## src/rtl/pd_pkg.sv

```systemverilog
`timescale 1ns/1ps
// Shared types for the deep power-down controller.
// Assumes: one opcode of OP_BITS bits starts every transaction.
package pd_pkg;
    localparam int OP_BITS = 8;

    typedef enum logic [1:0] {
        MODE_STBY = 2'd0,
        MODE_DEEP = 2'd1,
        MODE_REL  = 2'd2
    } pd_mode_e;

    typedef enum logic [1:0] {
        CMD_NONE = 2'd0,
        CMD_DPD  = 2'd1,
        CMD_RES  = 2'd2
    } pd_cmd_e;
endpackage

```

## src/rtl/pd_sync.sv

```systemverilog
`timescale 1ns/1ps
// Two-flop synchroniser bank, one chain per bit.
// Assumes: inputs are slow relative to clk; RST_VAL gives each bit's idle level.
module pd_sync #(
    parameter int         W       = 3,
    parameter logic [W-1:0] RST_VAL = '0
) (
    input  logic         clk,
    input  logic         rst_n,
    input  logic [W-1:0] d_async,
    output logic [W-1:0] q_sync
);
    genvar g;
    generate
        for (g = 0; g < W; g++) begin : g_bit
            logic meta_q, sync_q;
            // Two-stage capture of one asynchronous bit.
            always_ff @(posedge clk) begin
                if (!rst_n) begin
                    meta_q <= RST_VAL[g];
                    sync_q <= RST_VAL[g];
                end else begin
                    meta_q <= d_async[g];
                    sync_q <= meta_q;
                end
            end
            assign q_sync[g] = sync_q;
        end
    endgenerate
endmodule

```

## src/rtl/pd_decode.sv

```systemverilog
`timescale 1ns/1ps
// Opcode decoder: maps a completed opcode to a command, honouring mode and busy.
// Assumes: op_byte is valid in the cycle the eighth bit is taken in.
module pd_decode
    import pd_pkg::*;
#(
    parameter logic [7:0] OP_DPD = 8'hB9,
    parameter logic [7:0] OP_RES = 8'hAB
) (
    input  logic [7:0] op_byte,
    input  logic       busy,
    input  pd_mode_e   mode,
    output pd_cmd_e    cmd
);
    // Busy or a running release blocks all decoding; deep mode only admits wake-up.
    always_comb begin
        cmd = CMD_NONE;
        if (!busy && mode != MODE_REL) begin
            if (op_byte == OP_RES)
                cmd = CMD_RES;
            else if (op_byte == OP_DPD && mode == MODE_STBY)
                cmd = CMD_DPD;
        end
    end
endmodule

```

## src/rtl/pd_rx.sv

```systemverilog
`timescale 1ns/1ps
// Serial front end: counts and shifts input bits, latches the decoded command,
// and streams the signature after the dummy bits.
// Assumes: sck_rise/sck_fall are one-cycle pulses gated by chip select low.
module pd_rx
    import pd_pkg::*;
#(
    parameter int              DUMMY_BITS = 24,
    parameter int              SIG_W      = 8,
    parameter logic [SIG_W-1:0] SIG       = 8'h12
) (
    input  logic       clk,
    input  logic       rst_n,
    input  logic       cs_n_s,
    input  logic       sck_rise,
    input  logic       sck_fall,
    input  logic       mosi_s,
    input  pd_cmd_e    cmd_next,
    output logic [7:0] op_byte,
    output logic       op_strobe,
    output pd_cmd_e    cmd_q,
    output logic       op_exact,
    output logic       miso,
    output logic       miso_oe
);
    localparam int SIG_START = OP_BITS + DUMMY_BITS;
    localparam int CNT_MAX   = SIG_START + 1;
    localparam int CW        = $clog2(CNT_MAX + 1);
    localparam int IW        = (SIG_W > 1) ? $clog2(SIG_W) : 1;

    logic [CW-1:0] bit_cnt;
    logic [6:0]    shreg;
    logic [IW-1:0] sig_idx;

    assign op_byte   = {shreg, mosi_s};
    assign op_strobe = sck_rise && (bit_cnt == CW'(OP_BITS - 1));
    assign op_exact  = (bit_cnt == CW'(OP_BITS));

    // Bit counter (saturating) and input shift register, cleared while deselected.
    always_ff @(posedge clk) begin
        if (!rst_n || cs_n_s) begin
            bit_cnt <= '0;
            shreg   <= '0;
        end else if (sck_rise) begin
            shreg <= {shreg[5:0], mosi_s};
            if (bit_cnt != CW'(CNT_MAX))
                bit_cnt <= bit_cnt + 1'b1;
        end
    end

    // Command latch: taken at the eighth bit, dropped once deselect is seen.
    always_ff @(posedge clk) begin
        if (!rst_n || cs_n_s)
            cmd_q <= CMD_NONE;
        else if (op_strobe)
            cmd_q <= cmd_next;
    end

    // Signature shifter: one bit per falling clock edge, wrapping without a gap.
    always_ff @(posedge clk) begin
        if (!rst_n || cs_n_s) begin
            miso    <= 1'b0;
            sig_idx <= '0;
        end else if (sck_fall && cmd_q == CMD_RES && bit_cnt >= CW'(SIG_START)) begin
            miso    <= SIG[IW'(SIG_W - 1) - sig_idx];
            sig_idx <= (sig_idx == IW'(SIG_W - 1)) ? '0 : sig_idx + 1'b1;
        end
    end

    // Output enable follows synchronised chip select.
    always_ff @(posedge clk) begin
        if (!rst_n)
            miso_oe <= 1'b0;
        else
            miso_oe <= !cs_n_s;
    end

    p_oe_off_r11: assert property (@(posedge clk) disable iff (!rst_n)
        cs_n_s |=> (!miso_oe && !miso));
    p_miso_hold_r4: assert property (@(posedge clk) disable iff (!rst_n)
        (!cs_n_s && !$past(sck_fall)) |-> $stable(miso));
    p_cmd_needs_op_r9: assert property (@(posedge clk) disable iff (!rst_n)
        (cmd_q != CMD_NONE) |-> (bit_cnt >= CW'(OP_BITS)));
endmodule

```

## src/rtl/pd_mode.sv

```systemverilog
`timescale 1ns/1ps
// Power-mode state machine with the release delay counter.
// Assumes: cmd_q and op_exact still hold the finished transaction in the
// cycle cs_rise pulses.
module pd_mode
    import pd_pkg::*;
#(
    parameter int TRES = 64
) (
    input  logic     clk,
    input  logic     rst_n,
    input  logic     cs_rise,
    input  pd_cmd_e  cmd_q,
    input  logic     op_exact,
    output pd_mode_e mode
);
    localparam int TW = (TRES > 1) ? $clog2(TRES) : 1;

    logic [TW-1:0] rel_cnt;

    // Mode transitions at the end of a transaction; the delay runs down on its own.
    always_ff @(posedge clk) begin
        if (!rst_n) begin
            mode    <= MODE_STBY;
            rel_cnt <= '0;
        end else begin
            case (mode)
                MODE_STBY: begin
                    if (cs_rise && cmd_q == CMD_DPD && op_exact)
                        mode <= MODE_DEEP;
                end
                MODE_DEEP: begin
                    if (cs_rise && cmd_q == CMD_RES) begin
                        mode    <= MODE_REL;
                        rel_cnt <= TW'(TRES - 1);
                    end
                end
                MODE_REL: begin
                    if (rel_cnt == '0)
                        mode <= MODE_STBY;
                    else
                        rel_cnt <= rel_cnt - 1'b1;
                end
                default: mode <= MODE_STBY;
            endcase
        end
    end

    p_deep_from_stby_r2: assert property (@(posedge clk) disable iff (!rst_n)
        $rose(mode == MODE_DEEP) |-> ($past(mode) == MODE_STBY));
    p_rel_from_deep_r8: assert property (@(posedge clk) disable iff (!rst_n)
        $rose(mode == MODE_REL) |-> ($past(mode) == MODE_DEEP));
    p_rel_to_stby_r8: assert property (@(posedge clk) disable iff (!rst_n)
        $fell(mode == MODE_REL) |-> (mode == MODE_STBY));
endmodule

```

## src/rtl/flash_pd_ctrl.sv

```systemverilog
`timescale 1ns/1ps
// Top of the deep power-down controller: synchronises the serial pins,
// finds clock and select edges, and joins the receiver, decoder and mode FSM.
// Assumes: clk runs at least eight times faster than the serial clock.
module flash_pd_ctrl
    import pd_pkg::*;
#(
    parameter int         TRES       = 64,
    parameter int         DUMMY_BITS = 24,
    parameter logic [7:0] SIG        = 8'h12,
    parameter logic [7:0] OP_DPD     = 8'hB9,
    parameter logic [7:0] OP_RES     = 8'hAB
) (
    input  logic clk,
    input  logic rst_n,
    input  logic spi_cs_n,
    input  logic spi_sck,
    input  logic spi_mosi,
    input  logic busy,
    output logic spi_miso,
    output logic spi_miso_oe,
    output logic st_deep_pd,
    output logic st_releasing,
    output logic st_standby
);
    logic [2:0] pins_s;
    logic       cs_n_s, sck_s, mosi_s;
    logic       cs_n_d, sck_d;
    logic       sck_rise, sck_fall, cs_rise;
    logic [7:0] op_byte;
    logic       op_strobe, op_exact;
    pd_cmd_e    cmd_next, cmd_q;
    pd_mode_e   mode;

    pd_sync #(.W(3), .RST_VAL(3'b100)) sync_i (
        .clk     (clk),
        .rst_n   (rst_n),
        .d_async ({spi_cs_n, spi_sck, spi_mosi}),
        .q_sync  (pins_s)
    );
    assign {cs_n_s, sck_s, mosi_s} = pins_s;

    // Previous samples for edge detection.
    always_ff @(posedge clk) begin
        if (!rst_n) begin
            cs_n_d <= 1'b1;
            sck_d  <= 1'b0;
        end else begin
            cs_n_d <= cs_n_s;
            sck_d  <= sck_s;
        end
    end

    assign sck_rise = !cs_n_s && sck_s && !sck_d;
    assign sck_fall = !cs_n_s && !sck_s && sck_d;
    assign cs_rise  = cs_n_s && !cs_n_d;

    pd_rx #(.DUMMY_BITS(DUMMY_BITS), .SIG_W(8), .SIG(SIG)) rx_i (
        .clk       (clk),
        .rst_n     (rst_n),
        .cs_n_s    (cs_n_s),
        .sck_rise  (sck_rise),
        .sck_fall  (sck_fall),
        .mosi_s    (mosi_s),
        .cmd_next  (cmd_next),
        .op_byte   (op_byte),
        .op_strobe (op_strobe),
        .cmd_q     (cmd_q),
        .op_exact  (op_exact),
        .miso      (spi_miso),
        .miso_oe   (spi_miso_oe)
    );

    pd_decode #(.OP_DPD(OP_DPD), .OP_RES(OP_RES)) dec_i (
        .op_byte (op_byte),
        .busy    (busy),
        .mode    (mode),
        .cmd     (cmd_next)
    );

    pd_mode #(.TRES(TRES)) mode_i (
        .clk      (clk),
        .rst_n    (rst_n),
        .cs_rise  (cs_rise),
        .cmd_q    (cmd_q),
        .op_exact (op_exact),
        .mode     (mode)
    );

    assign st_standby   = (mode == MODE_STBY);
    assign st_deep_pd   = (mode == MODE_DEEP);
    assign st_releasing = (mode == MODE_REL);

    p_busy_blocks_r6: assert property (@(posedge clk) disable iff (!rst_n)
        (op_strobe && busy) |=> (cmd_q == CMD_NONE));
    p_quiet_in_rel_r10: assert property (@(posedge clk) disable iff (!rst_n)
        (op_strobe && st_releasing) |=> (cmd_q == CMD_NONE));
endmodule

```

## config.mk

```make
export PLATFORM = sky130hd
export DESIGN_NAME = flash_pd_ctrl
export DESIGN_NICKNAME = d
export VERILOG_FILES = /design/src/rtl/pd_pkg.sv /design/src/rtl/pd_sync.sv /design/src/rtl/pd_decode.sv /design/src/rtl/pd_rx.sv /design/src/rtl/pd_mode.sv /design/src/rtl/flash_pd_ctrl.sv
export SDC_FILE = /design/constraint.sdc
export NUM_CORES = 1
export LEC_CHECK = 0
export ABC_CLOCK_PERIOD_IN_PS = 5000
export BUFFER_PORTS_ARGS = -buffer_cell sky130_fd_sc_hd__buf_2
export CORE_ASPECT_RATIO = 0.9
export CORE_MARGIN = 2
export CORE_UTILIZATION = 63
export DETAILED_ROUTE_END_ITERATION = 16
export PLACE_DENSITY = 0.82
export SYNTH_ARGS = -nofsm -noshare
export SYNTH_HDL_FRONTEND = slang
export SYNTH_HIERARCHICAL = 1
export SYNTH_SLANG_ARGS = --single-unit
```

## constraint.sdc

```tcl
create_clock -name clk -period 5 [get_ports clk]
set_clock_uncertainty 0.2 [all_clocks]
set_input_delay 0.25 -clock clk [delete_from_list [all_inputs] [get_ports clk]]
set_output_delay 0.25 -clock clk [all_outputs]
set_load 0.03 [all_outputs]
```

==> metrics.cfg <==
[outcome]
outcome=complete, no violations

[clocking]
clockBufferDepth=2
cts_max_level=2
clk_latency_ns=0.33
cts.clk_slew.worst_paths_ns=0.10
cts_tree=built
cts_root_buf=clkbuf_4
clock_sinks=36
numCtsBuffers=5

[routing]
via_per_inst=5.72
dr_wl_met2_um=1270
wl_per_cell_um=12.9
highest_layer=met4
drc=0
drtAntennaViolNets=0
initialDrtViolationCount=43
wl_met3_um=89
drt_pass1_iterations=5
drt_wl_total_um=2810
vias=1247
wl_met1_um=1420

[timing]
rsz0062_at_grt=no
fin_ws_ns=2.52
fin_crit_ns=2.48
slew_headroom=0.273
tns_ns=0
worstMarginPinSlew_ns=1.09
finalSetupViolCount=0
drv_slew=0
hold_viol=0
fin_crit_sh=0.496
max_clock_freq_mhz=403

[setup_path]
cp.required_ns=5.06
crit_chain=nor3b_2, nand4_1, or3_1, a21oi_1
cp-start-kind=flop
crit_type=reg2reg
crit_path_max_incr_delay_ns=0.91
slowest_stage=nor3b_2
cp-end-kind=flop
path_delay_family=simple AND/OR/NAND/NOR gates
crit_fanout=16
path_buf_inv=0
arrival_ns=2.54

[die]
start_util=0.683
core_area_mm2=0.00251
die_w_um=59.0
die_h_um=53.5
die_area_mm2=0.00316
rows=17
pin_count=11

[final_layout]
final_cell_mix=dfxtp_1 (36), nand2_1 (15), nor2_1 (14)
layout-drive-gt1-share=0.163
syn_to_final_growth_pct=7.22
nNetsFinal=202
seqCellArea_um2=721
multiInputGateArea_um2=915
n_antenna_cell=0
final_area_mm2=0.00184
fin_cells=218
final_common_cell=dfxtp_1
filler_cell_count=202

[pwr]
switching_share=0.207
p_leak_uw=0.000700
cellPowerDensity_mw_per_mm2=250
switchingPower_uw=95.4
seqPwrFrac=0.633
ir_worst_vdd_v=0.000171
p_int_uw=365
combPwrFrac=0.026
finalPower_uw=460
clkPwrFrac=0.342

[placement]
dp_hpwl_um=1960
place_congestion=0.801
port-buffer-count=10
place_ws_ns=2.57
dpl.cell_count=207
dpl_cell_area_mm2=0.00175

[synth]
synthCells=177
avgSynthCellArea_um2=9.69
syn-cell-area_mm2=0.00172
ys_warn_count=6
synthesis.nets=190

[global_routing]
grt_pass1_wl_um=4980
grt_pass1_vias=1157
grt_usage=0.216
grt-ovfl-total=0
antenna_found_initial=0
grt_max_degree=22

[run]
drv_cap=0

[min_path]
hp-class=in2reg

[cell type report]
cell class | count | area share
sequential | 36 | 0.392
timing repair buffer | 13 | 0.0435
tap | 28 | 0.0190
multi-input combinational | 125 | 0.497
clock buffer | 8 | 0.0320
inverter | 8 | 0.0163
[per-stage QoR]
stage               hold WS, ns   util
global route             0.0539  0.733
global placement          0.209  0.697
detailed placement        0.207  0.697
floorplan                 0.123      -
finish                   0.0531  0.733
CTS                      0.0406  0.733
[final timing paths]
kind	startpoint	end	slack, ns	depth (start not counted)
setup reg to reg	sync_i/g_bit[2].sync_q$_SDFF_PN1_	rx_i/bit_cnt[5]$_SDFFE_PP0P_	2.52	4
setup / recovery	sync_i/g_bit[2].sync_q$_SDFF_PN1_	rx_i/bit_cnt[5]$_SDFFE_PP0P_	2.52	4
hold / removal	rst_n	cs_n_d$_SDFF_PN1_	0.05	2
hold reg to reg	sync_i/g_bit[2].meta_q$_SDFF_PN1_	sync_i/g_bit[2].sync_q$_SDFF_PN1_	0.23	1
[per-layer routing]
layer	up-vias	track usage
met3	4	0.0880
met1	580	0.273
met4	0	0.0720
li1	649	-
met2	14	0.333
met5	-	0
[repair_timing]
action,in CTS,in global routing
buffers inserted,0,0
hold buffers,3,0
endpoints found under the hold margin,3,0
resized for setup,0,0
[state kept, by name, summed over array words and instances, names as in the netlist]
register / count
rx_i/sig_idx: 3
rx_i/shreg: 7
rx_i/miso: 1
sync_i/g_bit.sync_q: 3
mode_i/rel_cnt: 6
rx_i/bit_cnt: 6
cs_n_d: 1
mode_i/mode: 2
sck_d: 1
sync_i/g_bit.meta_q: 3
rx_i/cmd_q: 2
rx_i/miso_oe: 1
[power groups by stage]
| stage | Sequential [µW] | Combinational [µW] | Clock, µW |
|---|---|---|---|
| 2_1_floorplan | 297 | 7.65 | 0 |
| 3_5_place_dp | 298 | 9.96 | 0 |
| 3_3_place_gp | 298 | 9.69 | 0 |
| 4_1_cts | 291 | 11.9 | 165 |
| 5_1_grt | 292 | 13.2 | 178 |
| 6_report | 291 | 11.7 | 157 |
Power figures use the tool's default switching activity.
